## config.mk

```make
export PLATFORM = sky130hd
export DESIGN_NAME = gpio_port_ctrl
export DESIGN_NICKNAME = d
export VERILOG_FILES = /design/src/rtl/gpio_port_pkg.sv /design/src/rtl/gpio_port_regs.sv /design/src/rtl/gpio_port_sync.sv /design/src/rtl/gpio_port_pinmux.sv /design/src/rtl/gpio_port_ctrl.sv
export SDC_FILE = /design/constraint.sdc
export NUM_CORES = 1
export LEC_CHECK = 0
export BUFFER_PORTS_ARGS = -buffer_cell sky130_fd_sc_hd__buf_2
export CORE_AREA = 2 2 85 127
export CTS_BUF_LIST = sky130_fd_sc_hd__clkbuf_8
export DETAILED_ROUTE_END_ITERATION = 6
export DIE_AREA = 0 0 87 129
export PLACE_DENSITY = 0.86
export SYNTH_ARGS = -nofsm -noshare
export SYNTH_HDL_FRONTEND = slang
export SYNTH_SLANG_ARGS = --single-unit
```

## constraint.sdc

```tcl
create_clock -name clk -period 1.7 [get_ports clk]
set_input_delay 0.34 -clock clk [delete_from_list [all_inputs] [get_ports clk]]
set_output_delay 0.34 -clock clk [all_outputs]
set_load 0.005 [all_outputs]
```

## src/rtl/gpio_port_pkg.sv

```systemverilog
package gpio_port_pkg;

    localparam int REG_AW = 3;

    typedef enum logic [REG_AW-1:0] {
        OFS_LEVEL = 3'd0,
        OFS_LATCH = 3'd1,
        OFS_DIR   = 3'd2,
        OFS_ATTR  = 3'd3,
        OFS_MASK  = 3'd4
    } reg_ofs_e;

    typedef struct packed {
        logic latch;
        logic dir;
        logic attr;
        logic mask;
    } pin_cfg_t;

    typedef struct packed {
        logic oe;
        logic out;
        logic pu;
        logic pd;
    } pad_drv_t;

    // GPIO-owned pin: attribute means polarity when driving, float when input
    function automatic pad_drv_t gpio_drive(input pin_cfg_t c);
        pad_drv_t d;
        d.oe  = c.dir;
        d.out = c.attr ? c.latch : ~c.latch;
        d.pu  = ~c.dir & ~c.attr &  c.latch;
        d.pd  = ~c.dir & ~c.attr & ~c.latch;
        return d;
    endfunction

    function automatic pad_drv_t pin_drive(input pin_cfg_t c, input logic sf_out,
                                           input logic sf_oe);
        pad_drv_t d;
        if (c.mask) begin
            d.oe  = sf_oe;
            d.out = sf_out;
            d.pu  = 1'b0;
            d.pd  = 1'b0;
        end else begin
            d = gpio_drive(c);
        end
        return d;
    endfunction

endpackage

```

## src/rtl/gpio_port_regs.sv

```systemverilog
module gpio_port_regs
    import gpio_port_pkg::*;
#(
    parameter int W = 16
) (
    input  logic              clk,
    input  logic              rst,
    input  logic              we,
    input  logic [REG_AW-1:0] addr,
    input  logic [W-1:0]      wdata,
    input  logic [W-1:0]      level,
    output logic [W-1:0]      rdata,
    output logic [W-1:0]      latch_q,
    output logic [W-1:0]      dir_q,
    output logic [W-1:0]      attr_q,
    output logic [W-1:0]      mask_q
);

    always_ff @(posedge clk) begin
        if (rst) begin
            latch_q <= '0;
            dir_q   <= '0;
            attr_q  <= '0;
            mask_q  <= '0;
        end else if (we) begin
            case (addr)
                OFS_LEVEL, OFS_LATCH: latch_q <= wdata;
                OFS_DIR:              dir_q   <= wdata;
                OFS_ATTR:             attr_q  <= wdata;
                OFS_MASK:             mask_q  <= wdata;
                default: ;
            endcase
        end
    end

    always_comb begin
        case (addr)
            OFS_LEVEL: rdata = level;
            OFS_LATCH: rdata = latch_q;
            OFS_DIR:   rdata = dir_q;
            OFS_ATTR:  rdata = attr_q;
            OFS_MASK:  rdata = mask_q;
            default:   rdata = '0;
        endcase
    end

endmodule

```

## src/rtl/gpio_port_sync.sv

```systemverilog
module gpio_port_sync #(
    parameter int W      = 16,
    parameter int STAGES = 2
) (
    input  logic         clk,
    input  logic [W-1:0] d,
    output logic [W-1:0] q
);

    logic [STAGES-1:0][W-1:0] chain;

    always_ff @(posedge clk) begin
        chain[0] <= d;
    end

    for (genvar s = 1; s < STAGES; s++) begin : g_stage
        always_ff @(posedge clk) begin
            chain[s] <= chain[s-1];
        end
    end

    assign q = chain[STAGES-1];

endmodule

```

## src/rtl/gpio_port_pinmux.sv

```systemverilog
module gpio_port_pinmux
    import gpio_port_pkg::*;
#(
    parameter int W = 16
) (
    input  logic [W-1:0] latch_q,
    input  logic [W-1:0] dir_q,
    input  logic [W-1:0] attr_q,
    input  logic [W-1:0] mask_q,
    input  logic         func_sel,
    input  logic [W-1:0] alt_a_out,
    input  logic [W-1:0] alt_a_oe,
    input  logic [W-1:0] alt_b_out,
    input  logic [W-1:0] alt_b_oe,
    output logic [W-1:0] pad_out,
    output logic [W-1:0] pad_oe,
    output logic [W-1:0] pad_pu,
    output logic [W-1:0] pad_pd
);

    for (genvar i = 0; i < W; i++) begin : g_pin
        pin_cfg_t cfg;
        pad_drv_t drv;
        logic     sf_out;
        logic     sf_oe;

        assign cfg    = '{latch: latch_q[i], dir: dir_q[i], attr: attr_q[i], mask: mask_q[i]};
        assign sf_out = func_sel ? alt_b_out[i] : alt_a_out[i];
        assign sf_oe  = func_sel ? alt_b_oe[i]  : alt_a_oe[i];
        assign drv    = pin_drive(cfg, sf_out, sf_oe);

        assign pad_out[i] = drv.out;
        assign pad_oe[i]  = drv.oe;
        assign pad_pu[i]  = drv.pu;
        assign pad_pd[i]  = drv.pd;
    end

endmodule

```

## src/rtl/gpio_port_ctrl.sv

```systemverilog
module gpio_port_ctrl
    import gpio_port_pkg::*;
#(
    parameter int W          = 16,
    parameter int SYNC_DEPTH = 2
) (
    input  logic              clk,
    input  logic              rst,
    input  logic              reg_we,
    input  logic [REG_AW-1:0] reg_addr,
    input  logic [W-1:0]      reg_wdata,
    output logic [W-1:0]      rd_data,
    input  logic              func_sel,
    input  logic [W-1:0]      alt_a_out,
    input  logic [W-1:0]      alt_a_oe,
    input  logic [W-1:0]      alt_b_out,
    input  logic [W-1:0]      alt_b_oe,
    output logic [W-1:0]      alt_in,
    input  logic [W-1:0]      pad_in,
    output logic [W-1:0]      pad_out,
    output logic [W-1:0]      pad_oe,
    output logic [W-1:0]      pad_pu,
    output logic [W-1:0]      pad_pd
);

    logic [W-1:0] latch_q;
    logic [W-1:0] dir_q;
    logic [W-1:0] attr_q;
    logic [W-1:0] mask_q;
    logic [W-1:0] level_s;

    gpio_port_sync #(.W(W), .STAGES(SYNC_DEPTH)) sync_i (
        .clk (clk),
        .d   (pad_in),
        .q   (level_s)
    );

    gpio_port_regs #(.W(W)) regs_i (
        .clk     (clk),
        .rst     (rst),
        .we      (reg_we),
        .addr    (reg_addr),
        .wdata   (reg_wdata),
        .level   (level_s),
        .rdata   (rd_data),
        .latch_q (latch_q),
        .dir_q   (dir_q),
        .attr_q  (attr_q),
        .mask_q  (mask_q)
    );

    gpio_port_pinmux #(.W(W)) mux_i (
        .latch_q   (latch_q),
        .dir_q     (dir_q),
        .attr_q    (attr_q),
        .mask_q    (mask_q),
        .func_sel  (func_sel),
        .alt_a_out (alt_a_out),
        .alt_a_oe  (alt_a_oe),
        .alt_b_out (alt_b_out),
        .alt_b_oe  (alt_b_oe),
        .pad_out   (pad_out),
        .pad_oe    (pad_oe),
        .pad_pu    (pad_pu),
        .pad_pd    (pad_pd)
    );

    assign alt_in = level_s & mask_q;

endmodule

```

==> flow_metrics.tcl <==
set metrics [dict create \
    row_count 45 \
    die_h_um 129 \
    synth_flop_cell "dfxtp_1" \
    viasPerCell 5.44 \
    post_drt_wl_per_cell_um 15.8 \
    vias 4864 \
    required_ps 1360 \
    multiInputGateArea_um2 2760 \
    overflow 0 \
    antenna_left 0 \
    drive_above_1_share_pct 42.3 \
    synth_top_area_share_pct 38.9 \
    worstSetupEndpoint "pad_pd[5]" \
    seq_power_share_pct 50.1 \
    fin_skew_ps 5.51 \
    core_region_area_um2 10100 \
    fin_util_pct 64.6 \
    violations "setup timing" \
    cts_buffer_depth 2 \
    reg2regPathDepth 2 \
    timing_worst_setup_path_type "reg2out" \
    gp_congestion 0.788 \
    post-dp-hpwl_mm 10.0 \
    syn-cell-area_um2 4940 \
    final_cells 894 \
    start_util_pct 49.0 \
    timing.final.hold_violations 0 \
    layout_min_cycle_time_ps 1710 \
    max_slew_margin_pct 56.0 \
    peakVddDrop_mv 0.870 \
    cts_tree "done" \
    ff_latch_area_um2 1960 \
    p_per_area_nw_per_um2 735 \
    startpoint_type "flop" \
    postCtsHoldBufs 0 \
    htree_levels 3 \
    critPathMaxFanout 9 \
    grt_use_total_pct 23.7 \
    grt_max_degree 65 \
    synth_seq_cells 96 \
    portBuffers 198 \
    cts_buffers 9 \
    yosysTopAreaCell "dfxtp_1" \
    grt_setup_unrepaired "yes" \
    dp_cells 869 \
    antenna_found_initial 0 \
    nFillCells 841 \
    syn_area_per_cell_um2 8.56 \
    maxCapViolations 0 \
    worstSkewPairLatency_ps 370 \
    synth-seq-area-share_pct 38.9 \
    status "complete, but fails checks" \
    worst_slew_pin_slew_ps 660 \
    dr.first_iter.drc_count 198 \
    cp.arrival_ps 1370 \
    drtPass1Iterations 5 \
    cts-root-buf "clkbuf_8" \
    switchingPower_w 0.00124 \
    clkPwrFrac_pct 34.1 \
    setup_tns_ps -9.82 \
    r2r-start "regs_i.mask_q[12]" \
    clkTransAtPathRegs_ps 90 \
    slew_violations 0 \
    post-route-period-util_pct 101 \
    rr_endpoint "regs_i.mask_q[12]" \
    drc_errors 0 \
    endpoint_kind "output pin" \
    yosys_warnings 0 \
    finish.net_count 875 \
    area_growth_pct 32.0 \
    grt_pass1_wl_mm 20.9 \
    p_int_w 0.00354 \
    timing.fmax_mhz 585 \
    synth.distinct_cells 35 \
    comb_power_share_pct 15.8 \
    setup_viol_count_final 1 \
    timing.hold.ws_ps 60.9 \
    synth_nets 680 \
    p_leak_nw 2.99 \
    cts.sinks 96 \
    die-area_um2 11200 \
    ys_top_cells_by_area "dfxtp_1, mux2i_1, nand2_1" \
    die_w_um 87 \
    startpoint "regs_i.mask_q[5]" \
    finalWorstSetupSlack_ps -9.82 \
    synth-edff-count 0 \
    p_sw_share_pct 26.0 \
    insertedDiodeCount 0 \
    r2r_slack_ps 880 \
    grt_pass1_vias 4488 \
    async_reset_ff_share_pct 0 \
    hold_path_class "in2reg" \
    pin_count 199 \
    syn_inst 577 \
    routed_wl_mm 14.2 \
]
-- cells in the mapped netlist (all sizes together), types with 13 or more instances --
master  number
nand2      130
a21oi       96
dfxtp       96
mux2i       62
nor2        33
buf         27
clkbuf      24
and2        16
nor4        16
nor4b       16
xnor2       16
o22ai       14
a21o        13
-- area by class of cell --
| type | instances | share of cell area, % |
|---|---|---|
| multi-input cells | 429 | 42.3 |
| flip-flops and latches | 96 | 30.1 |
| repair buffers | 235 | 22.0 |
| well taps | 117 | 2.25 |
| clock buffers | 9 | 1.90 |
| clock inverters | 7 | 1.44 |
| inverters | 1 | 0.0576 |
-- cell families after synthesis --
kind of cell	after synthesis	synth area share, %
AND/OR/NAND/NOR	223	23.1
AO/OA/AOI/OAI	127	15.6
flip-flops	96	38.9
multiplexers	63	12.8
buffers and inverters	52	6.72
XOR/XNOR	16	2.84
-- critical path: stages, from the launching register on --
cell     delay, ps
dfxtp_1        410
nor4_1         400
buf_2          190
-- power groups by stage --
stage	combinational, W	clock, W	sequential, W
2_1_floorplan	0.000404	0	0.00242
3_3_place_gp	0.000699	0	0.00245
3_5_place_dp	0.000711	0	0.00245
4_1_cts	0.000719	0.00167	0.00239
5_1_grt	0.000819	0.00174	0.00241
6_report	0.000756	0.00163	0.00240
-- timing repair --
action	4_1_cts	5_1_grt
pin swaps	0	1
setup buffers	2	5
endpoints found under the setup margin	2	20
resized for setup	7	36
gates cloned	0	2
-- how the worst min path moves through the flow --
stage | to | slack [ps] | from | cells past startpoint
final | sync_i.chain[7] | 60 | pad_in[7] | 1
after global routing | sync_i.chain[9] | 40 | pad_in[9] | 1
after CTS | sync_i.chain[10] | 40 | pad_in[10] | 1
after detailed placement | sync_i.q[3] | 310 | sync_i.chain[3] | 0
after global placement | sync_i.q[9] | 310 | sync_i.chain[9] | 0
after floorplan | sync_i.q[0] | 310 | sync_i.chain[0] | 0
-- metrics by stage --
step | power (W) | instance area [µm²] | setup WS, ps
2_1_floorplan | 0.00282 | 4940 | 219
3_3_place_gp | 0.00314 | 6070 | 26.8
3_5_place_dp | 0.00316 | 6070 | -20.1
4_1_cts | 0.00478 | 6320 | 17.0
5_1_grt | 0.00497 | 6520 | -33.3
6_report | 0.00479 | 6520 | -9.82
-- sequential cells by signal, indices dropped and copies added (netlist names) --
signal and cells:
regs_i.dir_q 16, sync_i.chain 16, regs_i.mask_q 16, regs_i.attr_q 16, sync_i.q 16, regs_i.latch_q 16
-- layer usage --
metal / up-vias / wire [µm] / global-route usage (%)
li1: 2380 / - / -
met1: 2267 / 5330 / 26.1
met2: 184 / 7490 / 43.2
met3: 33 / 907 / 4.49
met4: 0 / 438 / 10.3
met5: - / 0 / 0
-- layout by cell type (no fill, tap or decap), drive strengths merged, types with 2 or more instances in the layout --
cell,count
mux2i,62
clkbuf,11
nor3b,2
o22ai,14
buf,233
o221ai,2
nor4,16
and2,16
xnor2,16
nand2,130
bufinv,2
nor4b,16
dfxtp,96
clkinv,2
a21oi,96
clkinvlp,2
nor2,33
a21o,13
nand4bb,2
inv,2
(Power assumes the default switching activity.)
